--- config.mk ---
export PLATFORM = sky130hd
export DESIGN_NAME = pgptr_col_ptr
export DESIGN_NICKNAME = d
export VERILOG_FILES = /design/src/rtl/pgptr_pkg.sv /design/src/rtl/pgptr_fall_det.sv /design/src/rtl/pgptr_half_sel.sv /design/src/rtl/pgptr_counter.sv /design/src/rtl/pgptr_col_ptr.sv
export SDC_FILE = /design/constraint.sdc
export NUM_CORES = 1
export LEC_CHECK = 0
export ABC_CLOCK_PERIOD_IN_PS = 2800
export BUFFER_PORTS_ARGS = -buffer_cell sky130_fd_sc_hd__buf_2
export CAP_MARGIN = 20
export CORE_MARGIN = 4
export CORE_UTILIZATION = 50
export DETAILED_ROUTE_END_ITERATION = 8
export HOLD_SLACK_MARGIN = 0.05
export PLACE_DENSITY = 0.89
export SYNTH_ARGS = -nofsm -noshare
export SYNTH_HDL_FRONTEND = slang
export SYNTH_HIERARCHICAL = 1
export SYNTH_SLANG_ARGS = --single-unit
--- constraint.sdc ---
create_clock -name clk -period 2.8 [get_ports clk]
set_input_delay 0.14 -clock clk [delete_from_list [all_inputs] [get_ports clk]]
set_output_delay 0.14 -clock clk [all_outputs]
set_load 0.02 [all_outputs]
--- src/rtl/pgptr_pkg.sv ---
package pgptr_pkg;

  typedef enum logic {
    HALF_LO = 1'b0,
    HALF_HI = 1'b1
  } half_e;

  // First column of a serial read: the byte, shifted into the upper half when selected
  function automatic int unsigned start_col(input logic hi, input int unsigned byte_v,
                                            input int unsigned half_cols);
    return hi ? (half_cols + byte_v) : byte_v;
  endfunction

  // Stop column of the sequence for a given spare-exclude setting
  function automatic int unsigned stop_col(input logic excl_spare, input int unsigned main_cols,
                                           input int unsigned spare_cols);
    return excl_spare ? (main_cols - 1) : (main_cols + spare_cols - 1);
  endfunction

endpackage

--- src/rtl/pgptr_fall_det.sv ---
module pgptr_fall_det (
  input  logic clk,
  input  logic rst_n,
  input  logic strobe_n,
  output logic fall
);

  logic strobe_q;

  always_ff @(posedge clk or negedge rst_n) begin
    if (!rst_n) strobe_q <= 1'b1;
    else        strobe_q <= strobe_n;
  end

  assign fall = strobe_q & ~strobe_n;

endmodule

--- src/rtl/pgptr_half_sel.sv ---
module pgptr_half_sel
  import pgptr_pkg::*;
(
  input  logic  clk,
  input  logic  rst_n,
  input  logic  sel_vld,
  input  logic  sel_hi,
  input  logic  load,
  output half_e mode
);

  half_e mode_q;

  always_ff @(posedge clk or negedge rst_n) begin
    if (!rst_n)       mode_q <= HALF_LO;
    else if (sel_vld) mode_q <= sel_hi ? HALF_HI : HALF_LO;
    else if (load)    mode_q <= HALF_LO;
  end

  assign mode = mode_q;

endmodule

--- src/rtl/pgptr_counter.sv ---
module pgptr_counter
  import pgptr_pkg::*;
#(
  parameter int BYTE_W     = 8,
  parameter int MAIN_COLS  = 512,
  parameter int SPARE_COLS = 16,
  localparam int HALF_COLS = MAIN_COLS / 2,
  localparam int PTR_W     = $clog2(MAIN_COLS + SPARE_COLS)
) (
  input  logic              clk,
  input  logic              rst_n,
  input  logic              load,
  input  logic [BYTE_W-1:0] col_byte,
  input  logic              half_hi,
  input  logic              step,
  input  logic              excl_spare,
  output logic [PTR_W-1:0]  ptr,
  output logic              at_end
);

  logic [PTR_W-1:0] ptr_q;
  logic [PTR_W-1:0] ptr_d;
  logic [PTR_W-1:0] start_v;
  logic [PTR_W-1:0] stop_v;

  always_comb begin
    start_v = PTR_W'(start_col(half_hi, int'(unsigned'(col_byte)), HALF_COLS));
    stop_v  = PTR_W'(stop_col(excl_spare, MAIN_COLS, SPARE_COLS));
  end

  assign at_end = (ptr_q >= stop_v);

  always_comb begin
    ptr_d = ptr_q;
    if (load)                 ptr_d = start_v;
    else if (step && !at_end) ptr_d = ptr_q + PTR_W'(1);
  end

  always_ff @(posedge clk or negedge rst_n) begin
    if (!rst_n) ptr_q <= '0;
    else        ptr_q <= ptr_d;
  end

  assign ptr = ptr_q;

endmodule

--- src/rtl/pgptr_col_ptr.sv ---
module pgptr_col_ptr
  import pgptr_pkg::*;
#(
  parameter int BYTE_W     = 8,
  parameter int MAIN_COLS  = 512,
  parameter int SPARE_COLS = 16,
  localparam int PTR_W     = $clog2(MAIN_COLS + SPARE_COLS)
) (
  input  logic              clk,
  input  logic              rst_n,
  input  logic              addr_done,
  input  logic [BYTE_W-1:0] col_byte,
  input  logic              half_cmd_vld,
  input  logic              half_cmd_hi,
  input  logic              rd_n,
  input  logic              busy,
  input  logic              spare_off,
  output logic [PTR_W-1:0]  col_idx,
  output logic              page_end
);

  // Named internal events, observed by the bound checker
  logic  rd_fall;
  logic  rd_step;
  half_e half_mode;
  logic  half_hi;

  pgptr_fall_det i_fall (
    .clk      (clk),
    .rst_n    (rst_n),
    .strobe_n (rd_n),
    .fall     (rd_fall)
  );

  assign rd_step = rd_fall & ~busy;

  pgptr_half_sel i_half (
    .clk     (clk),
    .rst_n   (rst_n),
    .sel_vld (half_cmd_vld),
    .sel_hi  (half_cmd_hi),
    .load    (addr_done),
    .mode    (half_mode)
  );

  assign half_hi = (half_mode == HALF_HI);

  pgptr_counter #(
    .BYTE_W     (BYTE_W),
    .MAIN_COLS  (MAIN_COLS),
    .SPARE_COLS (SPARE_COLS)
  ) i_cnt (
    .clk        (clk),
    .rst_n      (rst_n),
    .load       (addr_done),
    .col_byte   (col_byte),
    .half_hi    (half_hi),
    .step       (rd_step),
    .excl_spare (spare_off),
    .ptr        (col_idx),
    .at_end     (page_end)
  );

endmodule

# --- Word-level counts from Yosys, hierarchy flattened ---
# Cells that the tools add are included.
totals:
  ff_bits: 12
  out_inout_bits: 11
classes:
  add_sub_neg: 2
  magnitude_cmp: 1
  muxes: 7
  bitwise: 4
  n_reduce_logical: 4
op_table:
  columns: ["operator", "count"]
  rows:
  - ["10-bit two-way mux", 4]
  - ["10-bit by 1-bit adder with 10-bit output (second input constant)", 1]
  - ["9-bit by 8-bit adder with 10-bit output (first input constant)", 1]
  - ["10-bit >= comparator", 1]
  - ["2-bit nonzero test", 2]
  - ["1-bit two-way mux", 3]
  - ["1-bit AND", 2]
  - ["1-bit inverter", 2]
  - ["1-bit logical AND", 1]
  - ["1-bit logical NOT", 1]

# --- Logic depth before layout (Yosys ltp) ---
logic_depth:
  word_depth: 6
  depth_mapped: 7
  mapped_depth_nobuf: 7

# --- Hierarchy ---
# The synthesis kept the hierarchy.
by_module_without_submodules:
  columns: ["module", "n_inst", "cells_per_inst", "area_per_inst_um2"]
  rows:
  - ["pgptr_counter", 1, 80, 809.5]
  - ["pgptr_fall_det", 1, 2, 40.0]
  - ["pgptr_half_sel", 1, 3, 37.5]
  - ["pgptr_col_ptr", 1, 1, 13.8]

# --- Worst setup path after synthesis ---
# No wires, ideal clock.
synth_path:
  path_type: "register -> register"
  startpoint: "register i_cnt.ptr_q[8] (netlist: i_cnt/ptr[8])"
  endpoint: "register i_cnt.ptr_q[1] (netlist: i_cnt/ptr[1])"
  setup_ns: 0.125
  arrival_ns: 2.062
  required_ns: 2.675
  path_slack_ns: 0.613
  stages_incl_launch_ff: 7
  period_less_slack_ns: 2.187
  cell_sequence: "dfrtp_1 -> ha_1 -> a41oi_4 -> o211ai_4 -> a21oi_1 -> mux2_2 -> mux2_2"
synth_between:
  elab_chain_cells: 4
synth_rtl:
  columns: ["element", "line_no", "source"]
  rows:
  - ["start: declaration", "pgptr_counter.sv:21", "logic [PTR_W-1:0] ptr_q;"]
  - ["start signal: assignment", "pgptr_counter.sv:41", "else ptr_q <= ptr_d;"]
  - ["10-bit >= comparator", "pgptr_counter.sv:31", "assign at_end = (ptr_q >= stop_v);"]
  - ["1-bit logical NOT", "pgptr_counter.sv:36", "else if (step && !at_end) ptr_d = ptr_q + PTR_W'(1);"]
  - ["1-bit logical AND", "pgptr_counter.sv:36", null]
  - ["2-bit nonzero test (no line)", null, null]
# Every way passes these cells.
# A chain may end at the register's enable or synchronous reset.

# --- Final worst setup path ---
# Same ends and word-level chain as after synthesis.

==> flow_metrics.tcl <==
set metrics [dict create \
    antenna_left 0 \
    routed-wl-met2_um 988 \
    syn_nets 109 \
    clockBufferDepth 2 \
    place_ws_ns 0.564 \
    end_kind "register" \
    cp_common_cell "mux2_2" \
    min_period_ns 2.23 \
    startpoint_type "register" \
    grt_max_degree 20 \
    reg2reg_from "i_cnt/ptr[8]$_DFFE_PN0P_" \
    fp.coreArea_sq_mm 0.00171 \
    antenna_found_initial 0 \
    netlist_area_sq_um 901 \
    power_mw 0.472 \
    grt_usage 0.176 \
    viasPerCell 5.42 \
    synthCells 86 \
    met3_wirelength_um 103 \
    grt.overflow.total 0 \
    post-route-cell-area_sq_mm 0.00109 \
    vias 759 \
    cts_resized 0 \
    synth_cell_types 34 \
    path_max_fanout 5 \
    final_layout_size_suffix_gt1_frac 0.391 \
    cts_root_buf "clkbuf_4" \
    setup_viol 0 \
    clkLatencyLatePin_ns 0.27 \
    fin_crit_sh 0.798 \
    worstMarginPinSlew_ns 0.377 \
    status "complete, no violations" \
    slowest_stage "dfrtp_1" \
    h-tree-depth 1 \
    fill_cells 133 \
    dieArea_sq_mm 0.00254 \
    min-delay-start "col_byte[3]" \
    p_per_area_mw_per_mm2 432 \
    final_max_slew_viol_count 0 \
    grt_pass1_vias 788 \
    grt_pass1_wl_um 3440 \
    hold-worst-slack_ns 0.0738 \
    postLayoutCoreUtil 0.640 \
    slew_headroom 0.748 \
    finClkSkew_ns 0.00137 \
    power_leakage_nw 0.485 \
    synthArstFlopShare 1.00 \
    routed_wirelength_um 1920 \
    wire_per_inst_um 13.7 \
    dpl.cell_count 134 \
    finalSetupTns_ns 0 \
    cts_tree "yes" \
    critical_path_class "register to register" \
    syn_area_per_cell_sq_um 10.5 \
    wl_met1_um 806 \
    die_h_um 50.4 \
    synth_edf_count 0 \
    cts_buffers 3 \
    max_freq_ghz 0.447 \
    drt_iter0_markers 13 \
    topRoutingLayerUsed "met4" \
    yosysSeqAreaShare 0.335 \
    cap_violations 0 \
    place_area_sq_mm 0.00105 \
    crit_arrival_ns 2.40 \
    synth_seq_cells 12 \
    critPathMaxStageDelay_ns 0.42 \
    io_buffers 26 \
    area_delta_synth_final_pct 21.4 \
    r2r_slack_ns 0.57 \
    layout_setup_ws_ns 0.565 \
    hold_violations 0 \
    clock_sinks 12 \
    stdcell_count 140 \
    layout.nets 139 \
    rsz0062_at_grt "no" \
    ir_drop_mv 0.357 \
    clk_pin_slew_ns 0.07 \
    ys_warn_count 6 \
    initial_core_util 0.527 \
    drt-pass1-iter-count 4 \
    dpl.hpwl_um 1530 \
    rows 15 \
    multi_input_area_sq_um 566 \
    crit_start "i_cnt/ptr[8]$_DFFE_PN0P_" \
    synth_top_flop_cell "dfrtp_1" \
    diodes 0 \
    required_ns 2.96 \
    path_cells "ha_1 -> a41oi_4 -> o211ai_4 -> a21oi_1 -> mux2_2 -> mux2_2" \
    die_w_um 50.4 \
    seqCellArea_sq_um 302 \
    gp_congestion 0.889 \
    hold_path_class "input port to register" \
    drc_errors 0 \
    num_io_pins 27 \
]
[final cells by class]
class                           instances  share of cell area
Timing Repair Buffer                   28               0.137
Sequential cell                        12               0.276
Clock buffer                            4              0.0240
Tap cell                               25              0.0286
Inverter                                5              0.0172
Multi-Input combinational cell         66               0.517
[state kept, by name, summed over array words and instances (netlist names)]
| name | flops |
|---|---|
| i_cnt/ptr | 10 |
| i_half/mode | 1 |
| i_fall/strobe_q | 1 |
[where the power goes]
part | internal (mW) | switching [mW] | total (mW)
Sequential | 0.190 | 0.0196 | 0.209
Combinational | 0.0621 | 0.0890 | 0.151
Clock | 0.0552 | 0.0566 | 0.112
Total | 0.307 | 0.165 | 0.472
[Yosys cell counts, types with 2 or more instances]
cell type | instances | share of area
inv_1 | 5 | 0.021
o21ai_1 | 2 | 0.011
nor2b_4 | 2 | 0.031
dfrtp_1 | 11 | 0.31
and3_1 | 2 | 0.014
nand2_1 | 9 | 0.037
o2111ai_1 | 3 | 0.029
xnor2_1 | 8 | 0.078
a2111oi_2 | 3 | 0.050
o21ai_0 | 4 | 0.022
ha_1 | 7 | 0.097
a21oi_1 | 4 | 0.022
nor2_1 | 3 | 0.012
mux2_2 | 3 | 0.037
[worst max-delay path, delay by kind of cell (launching register included)]
kind                     cells  cell delay, ns
AO/OA/AOI/OAI                3            0.74
adder cells (fa/ha/maj)      1            0.35
flip-flops                   1            0.42
multiplexers                 2            0.62
[timing repair]
action / in CTS / in global routing
hold buffers: 2 / 0
endpoints found under the setup margin: 0 / 0
hold endpoints to repair: 13 / 0
buffers inserted: 0 / 0
[path summary, 6_finish.rpt]
path / to / cells past startpoint
worst max-delay path: i_cnt/ptr[1]$_DFFE_PN0P_ / 6
worst min-delay path: i_cnt/ptr[3]$_DFFE_PN0P_ / 3
worst max register to register: i_cnt/ptr[1]$_DFFE_PN0P_ / 6
worst min register to register: i_half/mode$_DFFE_PN0P_ / 1
max in group asynchronous: i_fall/strobe_q$_DFF_PN1_ / 2
min in group asynchronous: i_cnt/ptr[8]$_DFFE_PN0P_ / 2
[cells by family (layout without fill, tap and decap cells)]
group                      count (synthesis)  count (layout)  synth area share
AOI/OAI and AO/OA                         25              25             0.261
DFF                                       12              12             0.335
and+or+nand+nor                           22              22             0.143
buffers and inverters                      8              37            0.0375
xor gates and xnor gates                   8               8            0.0778
muxes                                      4               4            0.0486
adders and majority gates                  7               7            0.0972
[cell usage in the layout, fill, tap and decap left out, types with 3 or more instances in the layout]
master     synthesis  layout
ha_1               7       7
o2111ai_1          3       3
xnor2_1            8       8
a2111oi_2          3       3
nor2_1             3       3
dfrtp_1           11      11
mux2_2             3       3
o21ai_0            4       4
nand2_1            9       9
inv_1              5       5
a21oi_1            4       4
clkbuf_4           0       3
buf_2              0      26
[routing by layer]
layer  up-vias  global-route usage
li1        378                   -
met1       350               0.226
met2        27               0.283
met3         4              0.0237
met4         0              0.0987
met5         -                   0
Note: power is estimated with default switching activity, not from simulation.
